$ cat src/rtl/irq_pkg.sv
package irq_pkg;
    localparam int SRC_N = 10;
    localparam int LEG_N = 6;
    localparam int EXT_N = SRC_N - LEG_N;
    localparam int IDX_W = $clog2(SRC_N);
    localparam int VEC_W = 8;
    localparam logic [VEC_W-1:0] LEG_BASE = 8'h03;
    localparam logic [VEC_W-1:0] EXT_BASE = 8'h43;
    localparam int VEC_STEP = 8;
    // 1 = rising-edge source, 0 = falling-edge source
    localparam logic [EXT_N-1:0] EXT_RISE = 4'b0101;

    typedef struct packed {
        logic             vld;
        logic [IDX_W-1:0] idx;
    } pick_t;

    function automatic logic [VEC_W-1:0] vec_of(input logic [IDX_W-1:0] idx);
        logic [VEC_W-1:0] step;
        step = VEC_W'(idx) * VEC_W'(VEC_STEP);
        if (int'(idx) < LEG_N) return LEG_BASE + step;
        return EXT_BASE + step - VEC_W'(LEG_N * VEC_STEP);
    endfunction
endpackage

$ cat src/rtl/irq_edge_sync.sv
module irq_edge_sync #(
    parameter int N = 4,
    parameter logic [N-1:0] RISE = '0
) (
    input  logic         clk_i,
    input  logic         rst_ni,
    input  logic [N-1:0] pin_i,
    output logic [N-1:0] edge_o
);
    typedef struct packed {
        logic [N-1:0] s0;
        logic [N-1:0] s1;
        logic [N-1:0] prev;
    } sync_t;

    sync_t st_d, st_q;

    always_comb begin
        st_d.s0   = pin_i;
        st_d.s1   = st_q.s0;
        st_d.prev = st_q.s1;
    end

    for (genvar g = 0; g < N; g++) begin : g_pol
        if (RISE[g]) begin : g_rise
            assign edge_o[g] = st_q.s1[g] & ~st_q.prev[g];
        end else begin : g_fall
            assign edge_o[g] = ~st_q.s1[g] & st_q.prev[g];
        end
    end

    // flops reset to the idle level of each pin
    always_ff @(posedge clk_i) begin
        if (!rst_ni) st_q <= '{s0: ~RISE, s1: ~RISE, prev: ~RISE};
        else         st_q <= st_d;
    end
endmodule

$ cat src/rtl/irq_pick.sv
module irq_pick
    import irq_pkg::*;
(
    input  logic [SRC_N-1:0] pend_i,
    input  logic [SRC_N-1:0] hi_i,
    input  logic             allow_hi_i,
    input  logic             allow_lo_i,
    output pick_t            pick_o
);
    logic [SRC_N-1:0] hi_set, lo_set, cand;

    always_comb begin
        hi_set = pend_i & hi_i & {SRC_N{allow_hi_i}};
        lo_set = pend_i & ~hi_i & {SRC_N{allow_lo_i}};
        cand   = (|hi_set) ? hi_set : lo_set;
        pick_o = '0;
        for (int i = SRC_N - 1; i >= 0; i--) begin
            if (cand[i]) pick_o.idx = IDX_W'(i);
        end
        pick_o.vld = |cand;
    end
endmodule

$ cat src/rtl/irq_vec_ctrl.sv
module irq_vec_ctrl
    import irq_pkg::*;
(
    input  logic             clk_i,
    input  logic             rst_ni,
    input  logic [LEG_N-1:0] leg_req_i,
    input  logic [EXT_N-1:0] edge_pin_i,
    input  logic             cfg_we_i,
    input  logic             cfg_sel_i,
    input  logic [SRC_N-1:0] cfg_wdata_i,
    input  logic             flag_we_i,
    input  logic [EXT_N-1:0] flag_wdata_i,
    input  logic             ack_i,
    input  logic             reti_i,
    output logic             irq_o,
    output logic [VEC_W-1:0] vec_o,
    output logic [SRC_N-1:0] ack_src_o,
    output logic [EXT_N-1:0] flags_o
);
    typedef struct packed {
        logic [SRC_N-1:0] en;
        logic [SRC_N-1:0] pr;
        logic [EXT_N-1:0] flg;
        logic             run_hi;
        logic             run_lo;
        pick_t            sel;
        logic [VEC_W-1:0] vec;
        logic             irq;
    } state_t;

    state_t st_d, st_q;
    logic [EXT_N-1:0] edge_w;
    logic [SRC_N-1:0] pend_w;
    pick_t            pick_w;
    logic             take_w;
    logic [EXT_N-1:0] clr_w;

    irq_edge_sync #(.N(EXT_N), .RISE(EXT_RISE)) i_edge (
        .clk_i  (clk_i),
        .rst_ni (rst_ni),
        .pin_i  (edge_pin_i),
        .edge_o (edge_w)
    );

    assign pend_w = {st_q.flg, leg_req_i} & st_q.en;

    irq_pick i_pick (
        .pend_i     (pend_w),
        .hi_i       (st_q.pr),
        .allow_hi_i (!st_q.run_hi),
        .allow_lo_i (!st_q.run_hi && !st_q.run_lo),
        .pick_o     (pick_w)
    );

    always_comb begin
        st_d   = st_q;
        take_w = ack_i && st_q.irq;
        ack_src_o = take_w ? (SRC_N'(1) << st_q.sel.idx) : '0;

        if (cfg_we_i) begin
            if (cfg_sel_i) st_d.pr = cfg_wdata_i;
            else           st_d.en = cfg_wdata_i;
        end

        // flags: a new edge wins over any clear in the same cycle
        clr_w = flag_we_i ? ~flag_wdata_i : '0;
        if (take_w && int'(st_q.sel.idx) >= LEG_N)
            clr_w = clr_w | (EXT_N'(1) << (st_q.sel.idx - IDX_W'(LEG_N)));
        st_d.flg = (st_q.flg & ~clr_w) | edge_w;

        if (reti_i) begin
            if (st_q.run_hi) st_d.run_hi = 1'b0;
            else             st_d.run_lo = 1'b0;
        end
        if (take_w) begin
            if (st_q.pr[st_q.sel.idx]) st_d.run_hi = 1'b1;
            else                       st_d.run_lo = 1'b1;
        end

        // request only after the same pick has been held for one cycle
        st_d.sel = take_w ? '0 : pick_w;
        st_d.vec = vec_of(pick_w.idx);
        st_d.irq = !take_w && pick_w.vld && st_q.sel.vld && (pick_w.idx == st_q.sel.idx);
    end

    always_ff @(posedge clk_i) begin
        if (!rst_ni) st_q <= '0;
        else         st_q <= st_d;
    end

    assign irq_o   = st_q.irq;
    assign vec_o   = st_q.vec;
    assign flags_o = st_q.flg;
endmodule

$ cat config.mk
export PLATFORM = sky130hd
export DESIGN_NAME = irq_vec_ctrl
export DESIGN_NICKNAME = d
export VERILOG_FILES = /design/src/rtl/irq_pkg.sv /design/src/rtl/irq_edge_sync.sv /design/src/rtl/irq_pick.sv /design/src/rtl/irq_vec_ctrl.sv
export SDC_FILE = /design/constraint.sdc
export NUM_CORES = 1
export LEC_CHECK = 0
export BUFFER_PORTS_ARGS = -buffer_cell sky130_fd_sc_hd__clkbuf_2
export CAP_MARGIN = 20
export CORE_UTILIZATION = 40
export CTS_BUF_LIST = sky130_fd_sc_hd__clkbuf_2
export DETAILED_ROUTE_END_ITERATION = 12
export PLACE_DENSITY = 0.72
export SLEW_MARGIN = 20
export SYNTH_ARGS = -nofsm -noshare
export SYNTH_HDL_FRONTEND = slang
export SYNTH_HIERARCHICAL = 1
export SYNTH_SLANG_ARGS = --single-unit
$ cat constraint.sdc
create_clock -name clk_i -period 5.85 [get_ports clk_i]
set_input_delay 1.17 -clock clk_i [delete_from_list [all_inputs] [get_ports clk_i]]
set_output_delay 1.17 -clock clk_i [all_outputs]
set_load 0.03 [all_outputs]
---- Word-level counts from Yosys, hierarchy flattened ----
Cells that the tools add are included.
operators by class
  reduce and logical (&&, ||, !) cells .... 14
  $lt $le $gt $ge ......................... 3
  bitwise operators ....................... 21
  mux-type cells .......................... 24
  add/sub/neg operators ................... 4
  equal/unequal tests ..................... 1
  shift-type cells ........................ 2
operators with widths
  kind                    count
  $and A10 B10 Y10        5
  $mux W4                 12
  $mux W10                2
  $reduce_or A10 Y1       2
  $mux W8                 2
  $not A10 Y10            1
  $shl A1 B4 Y10 const A  1
  $add A2 B7 Y8 const A   1
  $add A7 B7 Y8 const A   1
  $not A4 Y4              2
  $or A4 B4 Y4            2
  $sub A8 B6 Y8 const B   1
  $logic_and A1 B1 Y1     6
  $not A1 Y1              6
  $lt A4 B5 Y1 const B    1
  $mux W1                 5
  $and A1 B1 Y1           4
  $and A4 B4 Y4           1
  $bmux W1 S4             1
  $eq A4 B4 Y1            1
  $ge A4 B3 Y1 const B    1
  $lt A4 B3 Y1 const B    1
  $mux W2                 2
  $reduce_and A2 Y1       2
  4 further kinds         6
storage, ports and cells
  output and inout port bits .............. 23
  logic and storage cells ................. 81
  flip-flop bits (word level) ............. 52
  input port bits ......................... 31

---- Logic depth before layout (Yosys ltp) ----
Gate-level depths: netlist of run 1.
  depth after elaboration ................. 18
  gate-level depth with buffers ........... 12
  gate-level depth less buffers ........... 11

---- Cells and area by module ----
Netlist of run 1, hierarchy kept.
modules (own cells, without submodules)
  module         area an instance (um^2)  times used  cells each  seq. area each (um^2)
  irq_vec_ctrl   1798.0                   1           213         760.7
  irq_pick       464.2                    1           73          0.0
  irq_edge_sync  351.6                    1           29          240.2

---- Least setup slack after synthesis of run 1 ----
Ideal clock, no wire load.
  kind .................................... input-to-output
  start ................................... input port ack_i
  end ..................................... output port ack_src_o[0]
  slack ................................... 2.325 ns
  arrival time ............................ 2.355 ns
  data required time ...................... 4.680 ns
  buffers on the path ..................... 0
  cell stages on the path ................. 3
  cells stage by stage .................... nand2_1 > or3_1 > nor3_1
on the way
  cells in the longest elaborated chain, start to end .. 2
RTL lines
  item                 RTL line            text
  start: declaration   irq_vec_ctrl.sv:13  input logic ack_i,
  $logic_and A1 B1 Y1  irq_vec_ctrl.sv:57  take_w = ack_i && st_q.irq;
  $mux W10             irq_vec_ctrl.sv:58  ack_src_o = take_w ? (SRC_N'(1) << st_q.sel.idx) : '0;
  end: declaration     irq_vec_ctrl.sv:17  output logic [SRC_N-1:0] ack_src_o,
No other way between the ends.

---- Worst setup path after layout of run 1 ----
Same ends and word-level chain as after synthesis.

==> impl_metrics.ini, run 1 <==
[status]
outcome = finished, final reports clean

[clocking]
clock_sink_count = 50
post_cts.resized_instances = 0
cts.root.buffer_cell = clkbuf_2
cts_inserted_buffers = 5
cts_buffer_depth = 2
clk-insertion-delay-late_ns = 0.45
cts_htree_levels = 2
cts_hold_buffers = 0
postCtsSetupBuffers = 0
clk_transition_reported_paths_ns = 0.27
tritoncts = yes

[drt]
drt_drc_violations_left = 0
route.final.wire_length_mm = 5.58
length_of_routed_met3_wiring_um = 232
met1_length_mm = 2.65
1st_pass_router_iterations = 5
ant_nets = 0
detail_route.vias_per_cell = 5.31
wire_length_per_cell_um = 13.1
detailedRoute.firstIterationViolations = 133
detailroute.via_count = 2258
top_signal_layer_used = met4
detailroute.wirelength.met2_mm = 2.59

[synth]
yosys.area_share.adder_pct = 0.957
synthesis.area_per_instance_um2 = 8.30
synth_compound_area_share_pct = 21.3
post_synthesis_sequential_element_count = 50
synth-seq-area-share_pct = 38.3
syn_area_mm2 = 0.00261
synth_ff_type = dfxtp_1
synth_async_sr_flop_share_pct = 0
post_synth_xor_area_fraction_pct = 1.34
yosys.area_share.simple_pct = 28.1
dominant_combinational_cell_family_by_area_after_synthesis = simple AND/OR/NAND/NOR gates
synth-edff-count = 0
postSynthNetCount = 348
yosys_warnings = 6
synthesized_instance_count = 315
yosys.cell_types.count = 54
post_synth_mux_area_share_pct = 2.44

[layout]
finalNetCount = 380
final_layout_size_suffix_gt1_share_pct = 20.4
area_growth_from_synthesis_to_final_layout_pct = 9.62
diodes = 0

[timing]
clock_skew_ns = 0.00995
timing.final.hold_violations = 0
final_max_slew_viol_count = 0
fin_tns_setup_ns = 0
timing_worst_slew_pin_value_ns = 0.828
setup_viol = 0
fin_hold_ws_ns = 0.447
max_freq_mhz = 291
slew_headroom_pct = 44.4
timing.final.crit_period_ns = 3.43
grt_setup_unrepaired = false
post-route-period-util_pct = 58.7

[floorplan]
initial_core_util_pct = 41.4
core.rowCount = 29
fp.coreArea_mm2 = 0.00631
die_height_um = 82.8
pin_count = 54
overall_die_area_mm2 = 0.00686
chipWidth_um = 82.8

[setup_path]
worst_path_largest_cell_delay_ns = 0.42
required_ns = 4.68
crit_buf_inv = 2
critPathMaxFanout = 10
most_frequent_cell_on_critical_path = clkbuf_2
cpLargestDelayFamily = simple AND/OR/NAND/NOR gates
cp.arrival_ns = 2.26
crit_type = in2out
crit_path_cell_trace = clkbuf_2 > nand2_1 > or3_1 > nor3_1 > clkbuf_2
cp-start-kind = input port
critPathSlowestCell = or3_1
critPathCaptureType = primary output

[global_routing]
grt-ovfl-total = 0
grt_use_total_pct = 16.2
via_count_of_the_first_global_routing_pass = 2063
initial_antenna_violation_count = 0
global_route_wire_length_before_repair_mm = 9.22
maximum_number_of_pins_on_one_net_before_global_route_repair = 51

[job]
maxCapViolCount = 0

[place]
dp_hpwl_mm = 4.17
globalplace.congestion = 0.899
buffer_ports.inserted = 52

[power_and_ir_drop]
irDropWorstVdd_mv = 0.113
leakagePower_uw = 0.00121
power.total_uw = 600
power.density_mw_per_mm2 = 210

[hold_path]
hp-class = reg2reg
[cells in the mapped netlist, types with 2 or more instances]
master    instances  area, um^2
o21ai_1           2        10.0
inv_1             8        30.0
a41oi_1           5        43.8
xor2_1            3        26.3
o21ai_0           7        35.0
nand2b_1         12        75.1
o21a_1            7        52.6
and2_1           22         138
a22o_1            4        35.0
o41ai_1           5        43.8
nor4_1            2        12.5
nand3_1           8        40.0
a21oi_1           4        20.0
dfxtp_1          50        1000
ha_1              2        25.0
buf_2             4        20.0
nand2_1          58         218
nor2_1           12        45.0
nor3_1            3        15.0
mux2i_1           3        30.0
a22oi_1           2        15.0
a31o_2            2        17.5
nor3b_1           4        30.0
clkbuf_1         10        37.5
a21boi_0         21         158
nor2b_1           8        50.1
buf_4            12        90.1
and3_1            6        37.5
a31oi_1           4        25.0
[layer usage]
metal  vias to the layer above  global-route usage (%)
met4                         0                    6.74
met1                      1039                    20.1
met2                        62                    27.5
li1                       1146                       -
met3                        11                    3.18
met5                         -                       0
[area by class of cell]
type / count / area [um^2]
Clock buffer: 5 / 25.0
Clock inverter: 3 / 28.8
Fill cell: 647 / 3450
Inverter: 9 / 33.8
Multi-Input combinational cell: 229 / 1420
Sequential cell: 50 / 1000
Tap cell: 77 / 96.3
Timing Repair Buffer: 52 / 260
[layout by cell type (no fill, tap or decap), types with 2 or more instances in the layout]
cell type  instances
a31o_2             2
o21ai_1            2
nor2b_1            8
a21oi_1            4
ha_1               2
mux2i_1            3
clkbuf_2          57
a22o_1             4
nor3_1             3
and2_1            22
a31oi_1            4
nor2_1            12
a41oi_1            5
clkinv_4           2
nand2b_1          12
o41ai_1            5
xor2_1             3
nand2_1           58
o21a_1             7
o21ai_0            7
and3_1             6
nor3b_1            4
nor4_1             2
inv_1              8
nand3_1            8
a22oi_1            2
a21boi_0          21
dfxtp_1           50
[stage by stage]
stage | util [%] | instances | worst slack, ns | cell area, um^2
after floorplan | - | 315 | 2.33 | 2610
after CTS | 45.4 | 425 | 2.41 | 2870
after detailed placement | 44.5 | 417 | 2.01 | 2810
final | 45.4 | 425 | 2.42 | 2870
after global placement | 44.5 | 417 | 2.10 | 2810
after global routing | 45.4 | 425 | 2.29 | 2870
[flip-flops by register name, indices dropped and copies added (netlist names)]
signal       cells
vec_o            6
i_edge/st_q      4
i_edge/st_d      8
st_q            27
irq_o            1
flags_o          4
[path summary, 6_finish.rpt]
kind	endpoint	start	slack (ns)	cells after the start
worst max-delay path	ack_src_o[0]	ack_i	2.42	5
worst min register to register	i_edge/st_d[3]	i_edge/st_d[7]	0.45	1
worst min-delay path	i_edge/st_d[3]	i_edge/st_d[7]	0.45	1
worst max register to register	irq_o	st_q[15]	2.85	10
[worst reg2reg max path, cell delays in order, from the launching register on]
cell and delay (ns):
dfxtp_1 0.39, inv_1 0.39, inv_2 0.11, o21ai_2 0.37, o41ai_1 0.18, a21oi_1 0.29
nand2_1 0.11, nor3_1 0.68, xnor2_1 0.20, nand3_1 0.09, nor4_1 0.15
[logic make-up (layout without fill, tap and decap cells)]
group / count (synthesis) / in the layout
xor+xnor: 4 / 4
buf+inv: 36 / 69
mux: 5 / 5
flops: 50 / 50
other cells: 1 / 1
fa+ha+maj: 2 / 2
simple gates: 143 / 143
compound gates: 74 / 74
[power breakdown]
part / internal (uW) / total [uW] / switching (uW)
Sequential: 356 / 369 / 12.6
Combinational: 32.1 / 73.3 / 41.2
Clock: 34.8 / 159 / 124
Total: 423 / 600 / 178
(Power assumes the default switching activity.)
==> inputs of run 2 (changes only) <==
Settings changed: ABC_AREA set to 1, PLACE_DENSITY 0.72 to 0.75.
Clock period 5.85 ns to 2.95 ns, I/O delays scaled along.
==> impl_metrics.ini, run 2 <==
[layout]
finish.utilization_pct = 46.9
final_layout_size_suffix_gt1_share_pct = 18.4
flip_flop_count_of_the_largest_register_all_copies_and_words_added = 27
final_common_cell = nand2_1
diodes = 0
fillers = 651
multi_input_comb_area_mm2 = 0.00115
area_growth_from_synthesis_to_final_layout_pct = 10.7
finalNetCount = 457
post-route-cell-area_mm2 = 0.00283
most-common-layout-cells = nand2_1 (77), nor2_1 (74), inv_1 (60)
ff_latch_area_mm2 = 0.00100
max_flop_register = st_q

[global_routing]
via_count_of_the_first_global_routing_pass = 2010
global_route_wire_length_before_repair_mm = 9.12
initial_antenna_violation_count = 0
grt_use_total_pct = 17.6
maximum_number_of_pins_on_one_net_before_global_route_repair = 35
grt-ovfl-total = 0

[synth]
post_synth_xor_area_fraction_pct = 0.343
synth_async_sr_flop_share_pct = 0
post_synthesis_sequential_element_count = 50
synth.top_cells.by_count = nand2_1 (77), nor2_1 (74), inv_1 (61)
synthesized_instance_count = 384
postSynthNetCount = 417
synth_compound_area_share_pct = 12.4
yosys.area.top_type = dfxtp_1
synthesis.area_per_instance_um2 = 6.66
share_of_the_synthesized_area_in_the_top_cell_type_pct = 39.2
synth.top_cells.by_area = dfxtp_1 (39%), nand2_1 (11%), nor2_1 (11%), inv_1 (9.0%), o21ai_0 (5.3%)
dominant_combinational_cell_family_by_area_after_synthesis = simple AND/OR/NAND/NOR gates
synth_ff_type = dfxtp_1
synth-edff-count = 0
post_synth_mux_area_share_pct = 0
synth.most_common_cell = nand2_1
syn_area_mm2 = 0.00256
yosys.area_share.adder_pct = 0.979
synth-seq-area-share_pct = 39.2
yosys.cell_types.count = 34
yosys_warnings = 6
yosys.area_share.simple_pct = 31.3

[clocking]
cts_buffer_depth = 2
postCtsSetupBuffers = 0
cts_htree_levels = 2
clock_sink_count = 50
clk-insertion-delay-late_ns = 0.45
clk_transition_reported_paths_ns = 0.29
cts_inserted_buffers = 5
cts_hold_buffers = 0
post_cts.resized_instances = 0
tritoncts = yes
cts.root.buffer_cell = clkbuf_2

[timing]
post-route-period-util_pct = 89.8
max_freq_mhz = 378
timing.final.crit_period_ns = 2.65
final_max_slew_viol_count = 0
grt_setup_unrepaired = false
fin_tns_setup_ns = 0
timing.final.hold_violations = 0
setup_viol = 0
clock_skew_ns = 0.0259

[floorplan]
overall_die_area_mm2 = 0.00671
pin_count = 54
initial_core_util_pct = 42.4
die_height_um = 81.9
core.rowCount = 28
fp.coreArea_mm2 = 0.00603
chipWidth_um = 81.9

[power_and_ir_drop]
irDropWorstVdd_mv = 0.351
leakagePower_uw = 0.00153
pwr-share-seq_pct = 58.9
total_switching_power_uw = 405
power.density_mw_per_mm2 = 446
power.share.combinational_pct = 16.5
sw_frac_of_total_pct = 32.1
clock_power_share_pct = 24.7
power.internal_uw = 857

[setup_path]
critPathCaptureType = register
critPathMaxFanout = 10
required_ns = 3.35
cp-start-kind = register
crit_type = reg2reg
worstRegToRegCells = 14
setup.reg_to_reg.worst_slack_ns = 0.30
cp.arrival_ns = 3.05

[drt]
1st_pass_router_iterations = 4
detailroute.via_count = 2389
detailedRoute.firstIterationViolations = 136
wire_length_per_cell_um = 11.2
route.final.wire_length_mm = 5.58
ant_nets = 0
drt_drc_violations_left = 0
detail_route.vias_per_cell = 4.78

[job]
maxCapViolCount = 0

[place]
post_dp_cell_area_mm2 = 0.00277
globalplace.congestion = 0.921
dp_hpwl_mm = 4.30
buffer_ports.inserted = 52

[hold_path]
hold-path-cell-count = 3
hp-class = in2reg

[status]
outcome = finished, final reports clean
==> run 2: final timing paths <==
kind                          to      startpoint
setup / recovery        vec_o[6]        st_q[15]
hold reg to reg   i_edge/st_d[3]  i_edge/st_d[7]
setup reg to reg        vec_o[6]        st_q[15]
hold / removal    i_edge/st_d[7]   edge_pin_i[3]
==> run 2: per-layer routing <==
metal	global-route usage, %	share of wire (%)
met5	0	0
met4	4.21	0.74
met3	3.67	5.5
met2	29.3	45
met1	23.1	48
==> run 2: layout make-up <==
class,count,area share (%)
clock buffer,5,0.885
multi-input combinational,247,40.8
timing repair buffer,54,9.73
inverter,66,8.89
sequential,50,35.4
clock inverter,3,1.02
tap,75,3.32
==> run 2: per-stage QoR <==
step	hold WS (ns)	setup WS (ns)	power, uW	instances
2_1_floorplan	0.380	0.668	911	384
3_3_place_gp	0.383	0.279	959	492
3_5_place_dp	0.391	0.274	963	492
4_1_cts	0.257	0.301	1270	500
5_1_grt	0.230	0.0497	1330	500
6_report	0.271	0.301	1260	500
==> run 2: cells by family after synthesis <==
family | Yosys count
AND/OR/NAND/NOR | 189
adder cells (fa/ha/maj) | 2
other | 1
XOR/XNOR | 1
flip-flops | 50
AO/OA/AOI/OAI | 54
buffers and inverters | 87
==> run 2: power groups by stage <==
stage | Combinational [uW] | Clock, uW | Sequential, uW
floorplan | 166 | 0 | 745
global placement | 204 | 0 | 755
detailed placement | 208 | 0 | 755
CTS | 208 | 321 | 743
global route | 236 | 347 | 750
finish | 208 | 311 | 744
==> run 2: worst max-delay path: stages, from the launching register on <==
cell and delay [ns]:
dfxtp_1 0.47, clkinvlp_4 0.26, nand3_1 0.17, nand2_1 0.08, nor2_2 0.16, nand3_4 0.13
o21ai_0 0.31, nor2_1 0.13, inv_1 0.10, nor2_1 0.06, nand2_1 0.06, inv_1 0.08
ha_1 0.20, or2_2 0.29, a21oi_1 0.13
==> inputs of run 3 (changes only) <==
Settings changed: REMOVE_ABC_BUFFERS set to 1.
==> impl_metrics.ini, run 3 (synthesized netlist as in run 2, its figures left out) <==
[status]
outcome = finished, final reports clean

[clocking]
tritoncts = yes
clk_transition_reported_paths_ns = 0.28
cts_inserted_buffers = 5
clock_sink_count = 50
post_cts.resized_instances = 0
postCtsSetupBuffers = 0
clk-insertion-delay-late_ns = 0.44
cts_buffer_depth = 2
cts_hold_buffers = 0
cts_htree_levels = 2
cts.root.buffer_cell = clkbuf_2

[layout]
final_common_cell = nand2_1
multi_input_comb_area_mm2 = 0.00115
finish.utilization_pct = 47.1
ff_latch_area_mm2 = 0.00100
flip_flop_count_of_the_largest_register_all_copies_and_words_added = 27
finalNetCount = 457
area_growth_from_synthesis_to_final_layout_pct = 11.1
max_flop_register = st_q
most-common-layout-cells = nand2_1 (77), nor2_1 (74), inv_1 (61)
final_cells = 500
diodes = 0
final_layout_size_suffix_gt1_share_pct = 18.1
fillers = 633

[setup_path]
crit_type = reg2reg
cp-start-kind = register
critPathMaxFanout = 10
required_ns = 3.33
cp.arrival_ns = 3.01
critPathCaptureType = register

[place]
numPlacedInstances = 492
globalplace.congestion = 0.915
buffer_ports.inserted = 52
dp_hpwl_mm = 4.40

[drt]
detail_route.vias_per_cell = 4.80
detailroute.via_count = 2400
detailedRoute.firstIterationViolations = 100
ant_nets = 0
drt_drc_violations_left = 0
1st_pass_router_iterations = 4
route.final.wire_length_mm = 5.75
wire_length_per_cell_um = 11.5

[timing]
setup_viol = 0
clock_skew_ns = 0.0297
fin_tns_setup_ns = 0
timing.final.crit_period_ns = 2.63
max_freq_mhz = 380
post-route-period-util_pct = 89.1
grt_setup_unrepaired = false
final_max_slew_viol_count = 0
timing.final.hold_violations = 0

[global_routing]
initial_antenna_violation_count = 0
grt-ovfl-total = 0
maximum_number_of_pins_on_one_net_before_global_route_repair = 35
global_route_wire_length_before_repair_mm = 9.37
grt_use_total_pct = 18.3
via_count_of_the_first_global_routing_pass = 2104

[power_and_ir_drop]
power.density_mw_per_mm2 = 467
irDropWorstVdd_mv = 0.289
leakagePower_uw = 0.00154

[floorplan]
fp.coreArea_mm2 = 0.00603
die_height_um = 81.9
chipWidth_um = 81.9
pin_count = 54
initial_core_util_pct = 42.4
core.rowCount = 28
overall_die_area_mm2 = 0.00671

[hold_path]
hp-class = in2reg

[job]
maxCapViolCount = 0
[run 3: changes by cell type in the layout (fill, tap and decap cells not counted)]
cell	change
bufinv_16	+1
clkinv_2	+1
clkinv_4	-2
clkinvlp_4	-1
inv_1	+1
inv_6	+1
inv_8	-1
[run 3: layout make-up]
class	instances	share of cell area (%)
clock inverters	3	1.54
clock buffers	5	0.881
flip-flops and latches	50	35.2
repair buffers	54	9.69
well taps	75	3.30
multi-input cells	247	40.6
inverters	66	8.72
[run 3: worst max-delay path: stages (launching register included)]
cell and delay [ns]:
dfxtp_1 0.39, inv_1 0.27, nand3_1 0.17, nand2_1 0.09, inv_1 0.07, nand3_4 0.13, inv_2 0.07, a31oi_1 0.17
nand2_1 0.11, inv_1 0.07, nand3_1 0.12, nor4_2 0.29, inv_1 0.19, or2_2 0.31, a21oi_1 0.13
[run 3: power breakdown]
part / total, uW / internal (uW) / switching, uW
clock network: 372 / 145 / 226
registers: 743 / 715 / 28.0
logic: 212 / 73.3 / 139
[run 3: worst paths after layout]
path	slack (ns)	to	start	depth (start not counted)
hold reg to reg	0.39	i_edge/st_d[3]	i_edge/st_d[7]	2
setup / recovery	0.32	vec_o[6]	st_q[15]	14
setup reg to reg	0.32	vec_o[6]	st_q[15]	14
hold / removal	0.28	i_edge/st_d[5]	edge_pin_i[1]	3
[run 3: through the flow]
step                      hold slack [ns]  instance area (um^2)  total power (uW)  setup slack [ns]
after CTS                           0.274                  2840              1340             0.357
final                               0.284                  2840              1330             0.321
after detailed placement            0.391                  2770               966             0.283
after floorplan                     0.380                  2400               889             0.668
after global placement              0.383                  2770               959             0.354
after global routing                0.242                  2840              1400            0.0186
[run 3: per-layer routing]
layer	global-route usage (%)	up-vias	wire [um]
met5	0	-	0
met3	4.33	6	269
met4	4.74	0	50
met1	23.3	1077	2740
li1	-	1252	-
met2	30.7	65	2690
